--- src/rtl/spi_route_pkg.sv ---
package spi_route_pkg;
  localparam int OWN_W = 8;
  localparam logic [OWN_W-1:0] OWN_NONE = 8'hFF;
  localparam int FIRST_SPI = 32;

  // Wide format: level 0..2 in bits 23:0, level 3 in bits 39:32.
  function automatic logic [31:0] aff_pack(input logic [63:0] wide);
    return {wide[39:32], wide[23:16], wide[15:8], wide[7:0]};
  endfunction

  function automatic logic [63:0] aff_unpack(input logic [31:0] pk);
    return {24'h0, pk[31:24], 8'h0, pk[23:16], pk[15:8], pk[7:0]};
  endfunction
endpackage

--- src/rtl/spi_route_decode.sv ---
module spi_route_decode #(
  parameter int ADDR_W  = 12,
  parameter int NUM_SPI = 32,
  parameter int SLOT_W  = 5
) (
  input  logic [ADDR_W-1:0] waddr,
  output logic              in_win,
  output logic              upper,
  output logic [SLOT_W-1:0] slot
);
  import spi_route_pkg::*;
  localparam logic [ADDR_W-1:0] WIN = ADDR_W'(FIRST_SPI * 2);
  localparam logic [ADDR_W-2:0] LIM = (ADDR_W-1)'(NUM_SPI);

  logic [ADDR_W-1:0] rel;
  logic [ADDR_W-2:0] slot_full;

  always_comb begin
    rel       = waddr - WIN;
    slot_full = rel[ADDR_W-1:1];
    in_win    = (waddr >= WIN) && (slot_full < LIM);
    upper     = rel[0];
    slot      = slot_full[SLOT_W-1:0];
  end
endmodule

--- src/rtl/spi_route_table.sv ---
module spi_route_table #(
  parameter int NUM_CPU = 4,
  parameter int CIDX_W  = 2
) (
  input  logic                    clk,
  input  logic                    rst,
  input  logic                    cfg_wr,
  input  logic [CIDX_W-1:0]       cfg_cpu,
  input  logic [31:0]             cfg_aff,
  output logic [NUM_CPU*32-1:0]   tbl_flat
);
  logic [31:0] tbl_q [NUM_CPU];

  always_ff @(posedge clk) begin
    if (rst) begin
      for (int c = 0; c < NUM_CPU; c++) tbl_q[c] <= {24'h0, 8'(c)};
    end else if (cfg_wr) begin
      tbl_q[cfg_cpu] <= cfg_aff;
    end
  end

  generate
    for (genvar c = 0; c < NUM_CPU; c++) begin : g_out
      assign tbl_flat[c*32 +: 32] = tbl_q[c];
    end
  endgenerate
endmodule

--- src/rtl/spi_route_lookup.sv ---
module spi_route_lookup #(
  parameter int NUM_CPU = 4
) (
  input  logic [NUM_CPU*32-1:0] tbl_flat,
  input  logic [31:0]           key,
  output logic                  hit,
  output logic [7:0]            idx
);
  logic [NUM_CPU-1:0] match;

  generate
    for (genvar c = 0; c < NUM_CPU; c++) begin : g_cmp
      assign match[c] = (tbl_flat[c*32 +: 32] == key);
    end
  endgenerate

  // Scan downward so the lowest matching entry is the one left standing.
  always_comb begin
    hit = 1'b0;
    idx = 8'hFF;
    for (int c = NUM_CPU - 1; c >= 0; c--) begin
      if (match[c]) begin
        hit = 1'b1;
        idx = 8'(c);
      end
    end
  end
endmodule

--- src/rtl/spi_aff_router.sv ---
module spi_aff_router #(
  parameter int NUM_SPI = 32,
  parameter int NUM_CPU = 4,
  parameter int ADDR_W  = 12,
  localparam int SLOT_W = $clog2(NUM_SPI),
  localparam int CIDX_W = $clog2(NUM_CPU)
) (
  input  logic                       clk,
  input  logic                       rst,
  input  logic                       bus_wr,
  input  logic                       bus_rd,
  input  logic [ADDR_W-1:0]          bus_waddr,
  input  logic [31:0]                bus_wdata,
  output logic [31:0]                bus_rdata,
  input  logic                       cfg_wr,
  input  logic [CIDX_W-1:0]          cfg_cpu,
  input  logic [31:0]                cfg_aff,
  output logic                       route_upd,
  output logic [NUM_CPU*NUM_SPI-1:0] cpu_map,
  output logic [8*NUM_SPI-1:0]       spi_owner
);
  import spi_route_pkg::*;

  localparam logic [NUM_CPU*NUM_SPI-1:0] MAP_RST =
    {{((NUM_CPU-1)*NUM_SPI){1'b0}}, {NUM_SPI{1'b1}}};

  logic              in_win, upper;
  logic [SLOT_W-1:0] slot;
  logic [NUM_CPU*32-1:0] tbl_flat;
  logic              hit;
  logic [7:0]        hit_idx;
  logic [31:0]       new_pk;
  logic [63:0]       rd_wide;
  logic [31:0]       rd_val;
  logic              wr_acc;
  logic [OWN_W-1:0]  old_own;
  logic              wdata_unused;

  logic [31:0]       word_q [NUM_SPI];
  logic [OWN_W-1:0]  own_q  [NUM_SPI];
  logic [NUM_CPU*NUM_SPI-1:0] map_q;

  spi_route_decode #(.ADDR_W(ADDR_W), .NUM_SPI(NUM_SPI), .SLOT_W(SLOT_W)) dec_i (
    .waddr(bus_waddr), .in_win(in_win), .upper(upper), .slot(slot));

  spi_route_table #(.NUM_CPU(NUM_CPU), .CIDX_W(CIDX_W)) tbl_i (
    .clk(clk), .rst(rst), .cfg_wr(cfg_wr), .cfg_cpu(cfg_cpu),
    .cfg_aff(cfg_aff), .tbl_flat(tbl_flat));

  spi_route_lookup #(.NUM_CPU(NUM_CPU)) lku_i (
    .tbl_flat(tbl_flat), .key(new_pk), .hit(hit), .idx(hit_idx));

  // Bits 31:24 of write data are not an affinity level and are dropped.
  assign wdata_unused = ^bus_wdata[31:24];

  always_comb begin
    new_pk  = aff_pack({32'h0, bus_wdata});
    wr_acc  = bus_wr && in_win && !upper;
    old_own = own_q[slot];
    rd_wide = aff_unpack(word_q[slot]);
    if (!in_win)    rd_val = 32'h0;
    else if (upper) rd_val = rd_wide[63:32];
    else            rd_val = rd_wide[31:0];
  end

  always_ff @(posedge clk) begin
    if (rst) begin
      for (int s = 0; s < NUM_SPI; s++) begin
        word_q[s] <= 32'h0;
        own_q[s]  <= '0;
      end
      map_q     <= MAP_RST;
      route_upd <= 1'b0;
      bus_rdata <= 32'h0;
    end else begin
      route_upd <= wr_acc;
      if (bus_rd) bus_rdata <= rd_val;
      if (wr_acc) begin
        word_q[slot] <= new_pk;
        own_q[slot]  <= hit ? hit_idx : OWN_NONE;
        for (int c = 0; c < NUM_CPU; c++) begin
          if (old_own == 8'(c)) map_q[c*NUM_SPI + int'(slot)] <= 1'b0;
          if (hit && hit_idx == 8'(c)) map_q[c*NUM_SPI + int'(slot)] <= 1'b1;
        end
      end
    end
  end

  assign cpu_map = map_q;

  generate
    for (genvar s = 0; s < NUM_SPI; s++) begin : g_own
      assign spi_owner[8*s +: 8] = own_q[s];
    end
  endgenerate
endmodule

--- config.mk ---
export PLATFORM = sky130hd
export DESIGN_NAME = spi_aff_router
export DESIGN_NICKNAME = d
export VERILOG_FILES = /design/src/rtl/spi_route_pkg.sv /design/src/rtl/spi_route_decode.sv /design/src/rtl/spi_route_table.sv /design/src/rtl/spi_route_lookup.sv /design/src/rtl/spi_aff_router.sv
export SDC_FILE = /design/constraint.sdc
export NUM_CORES = 2
export LEC_CHECK = 0
export ABC_AREA = 0
export BUFFER_PORTS_ARGS = -buffer_cell sky130_fd_sc_hd__buf_2
export CORE_MARGIN = 2
export CORE_UTILIZATION = 60
export DETAILED_ROUTE_END_ITERATION = 8
export PLACE_DENSITY = 0.77
export SYNTH_ARGS = -nofsm -noshare
export SYNTH_HDL_FRONTEND = slang
export SYNTH_SLANG_ARGS = --single-unit
--- constraint.sdc ---
create_clock -name clk -period 2.81 [get_ports clk]
set_input_delay 0.1405 -clock clk [delete_from_list [all_inputs] [get_ports clk]]
set_output_delay 0.1405 -clock clk [all_outputs]
set_load 0.005 [all_outputs]
==> impl_metrics.csv <==
group,metric,value,unit
status,status,"finished clean",
cts,root_buffer,"clkbuf_16",
global_route,antenna_found_initial,9,
routing,initialDrtViolationCount,6085,
routing,vias_per_cell,6.75,
floorplan,die-width,300,um
floorplan,core-area,0.0868,mm2
placed_design,dpl-instance-area,0.0566,mm2
final_layout,multiInputGateArea,0.0166,mm2
routing,drt_wl_total,164000,um
cts,cts_buffer_depth,3,
pwr,p_int,28.5,mW
floorplan,die_h,300,um
synthesis,yosysWarningCount,0,
floorplan,initial_core_util,60.6,%
sta,hold_violations,0,
routing,ant_nets,0,
worst_setup_path,cp.required,3.39,ns
global_route,grtUsageTotal,35.8,%
placed_design,pre_cts_ws,0.0689,ns
run,cap_violations,0,
cts,h-tree-depth,3,
final_layout,design_area,0.0604,mm2
worst_setup_path,crit_path_end_kind,"register",
synthesis,synth_cell_type_count,60,
worst_setup_path,r2r_slack,0.19,ns
worst_setup_path,setup.worst_path.start_class,"register",
routing,vias,36702,
pwr,ir_drop,0.000502,V
final_layout,final_cell_mix,"edfxtp_1 (992), and3_1 (696), buf_2 (480)",
global_route,first_global_vias,35558,
synthesis,synthCells,3867,
final_layout,fin_nets,4270,
placed_design,globalplace.congestion,0.934,
cts,cts_resized,0,
synthesis,synth_seq_area_share,62.5,%
synthesis,async_reset_ff_share,0,%
placed_design,dp_hpwl,105000,um
floorplan,num_rows,108,
cts,cts.sinks,1145,
worst_setup_path,path_max_fanout,11,
sta,period_minus_slack,2.62,ns
cts,postCtsSetupBuffers,0,
synthesis,synthFlopType,"edfxtp_1",
pwr,power,37.4,mW
pwr,seqPwrFrac,52.3,%
synthesis,ys_ff_latch,1145,
sta,finalWorstSetupSlack,0.194,ns
global_route,grt_overflow,0,
sta,final.setup.tns,0,ns
synthesis,syn_area,0.0525,mm2
cts,insertion_delay,0.71,ns
placed_design,numPortBuffers,483,
sta,worst_pin_slew,1.06,ns
pwr,combPwrFrac,9.0,%
sta,slew_violations,0,
pwr,p_clk_share,38.7,%
cts,cts-hold-fix-buffers,33,
sta,rsz0062_at_grt,"false",
global_route,grt_pass1_wl,236000,um
pwr,switching_share,23.6,%
synthesis,synth_edf_count,992,
routing,drc,0,
global_route,grt_max_degree,180,
final_layout,fillers,5652,
sta,slew_headroom,29.5,%
worst_hold_path,hold_path_class,"input port to register",
final_layout,layout_commonest_cell,"edfxtp_1",
sta,setup_viol,0,
cts,path_clk_slew,0.06,ns
final_layout,final_layout_size_suffix_gt1_share,26.9,%
routing,first_pass_iters,8,
synthesis,syn_area_per_cell,13.6,um2
floorplan,fp.dieArea,0.0899,mm2
pwr,powerDensity,618,mW/mm2
sta,min_period_over_period,93.1,%
routing,drt-wirelength-per-cell,30.1,um
worst_setup_path,crit_type,"register to register",
pwr,p_sw,8.83,mW
floorplan,ios,500,
cts,cts_tree,"done",
sta,max_freq,0.382,GHz
pwr,leakage,24.3,nW
cts,cts_buffers,113,
sta,clock_skew,0.0296,ns
final_layout,seq_area,0.0329,mm2
worst_setup_path,crit_arrival,3.20,ns
final_layout,area_growth,15.1,%
## power groups by stage
| stage | clock network (mW) | registers [mW] | logic (mW) |
|---|---|---|---|
| global route | 15.1 | 19.6 | 3.48 |
| global placement | 0 | 19.8 | 3.18 |
| finish | 14.5 | 19.5 | 3.36 |
| CTS | 14.5 | 19.5 | 3.27 |
| detailed placement | 0 | 19.9 | 3.21 |
| floorplan | 0 | 19.8 | 1.94 |
## state kept, by name, summed over array words and instances (netlist names), named ones only
signal       cells
word_q         768
tbl_i.tbl_q    128
own_q           96
cpu_map         34
bus_rdata       24
route_upd        1
## path summary, 6_finish.rpt
| check | cells after the start | start | endpoint |
|---|---|---|---|
| worst max-delay path | 7 | tbl_i.tbl_q[0][20]$_SDFFCE_PN0P_ | register |
| worst min-delay path | 3 | cfg_wr | tbl_i.tbl_q[3][26]$_DFFE_PP_ |
| worst max register to register | 7 | tbl_i.tbl_q[0][20]$_SDFFCE_PN0P_ | register |
| worst min register to register | 2 | register | register |
## cell type report
type                       count  share of cell area (%)
timing repair buffer         788                    9.74
inverter                      48                   0.311
sequential                  1145                    54.4
antenna                        3                  0.0124
clock inverter                64                   0.838
clock buffer                 142                    4.89
tap                         1155                    2.39
multi-input combinational   2091                    27.5
## layer usage
metal | global-route usage (%) | up-vias | wire length (um)
met1 | 48.7 | 18068 | 57900
met5 | 0 | - | 38
met4 | 15.3 | 6 | 7550
met3 | 8.12 | 484 | 21300
li1 | - | 15224 | -
met2 | 56.1 | 2920 | 76900
## cells in the mapped netlist (all sizes together) (32+ instances only)
cell type  number  area [um2]
o32ai          56         490
and3          698        4370
inv            48         180
nor2          163         614
nor4           92         637
mux4          192        4320
edfxtp        992       29800
nand3          43         215
clkbuf        298        1120
o22ai          32         200
dfxtp         153        3060
and2          203        1270
xor2           70         613
mux2i          48         480
buf           292        1940
a22oi          68         510
nand2         127         477
## worst max-delay path, cell delays in order, from the launching register on
cell      delay (ns)
edfxtp_1        0.39
xor2_1          0.15
nor4_1          0.37
nand3_1         0.23
or4_1           0.69
buf_4           0.25
a32o_1          0.23
a31o_2          0.20
## metrics by stage
| step | std cells | utilization, % | hold slack [ns] |
|---|---|---|---|
| floorplan | 3874 | - | 0.318 |
| finish | 5436 | 69.7 | 0.0954 |
| global route | 5435 | 69.7 | 0.0979 |
| CTS | 5433 | 69.7 | 0.0599 |
| detailed placement | 5194 | 65.3 | 0.453 |
| global placement | 5194 | 65.3 | 0.450 |
## logic make-up (layout without fill, tap and decap cells)
group,Yosys count,in the layout,share of synthesized area (%)
flip-flops,1145,1145,62.5
multiplexers,240,240,9.15
AO/OA/AOI/OAI,341,341,4.98
AND/OR/NAND/NOR,1406,1406,15.6
other,1,11,0.00714
buffers and inverters,638,1042,6.17
XOR/XNOR,96,96,1.60
Power figures use the tool's default switching activity.
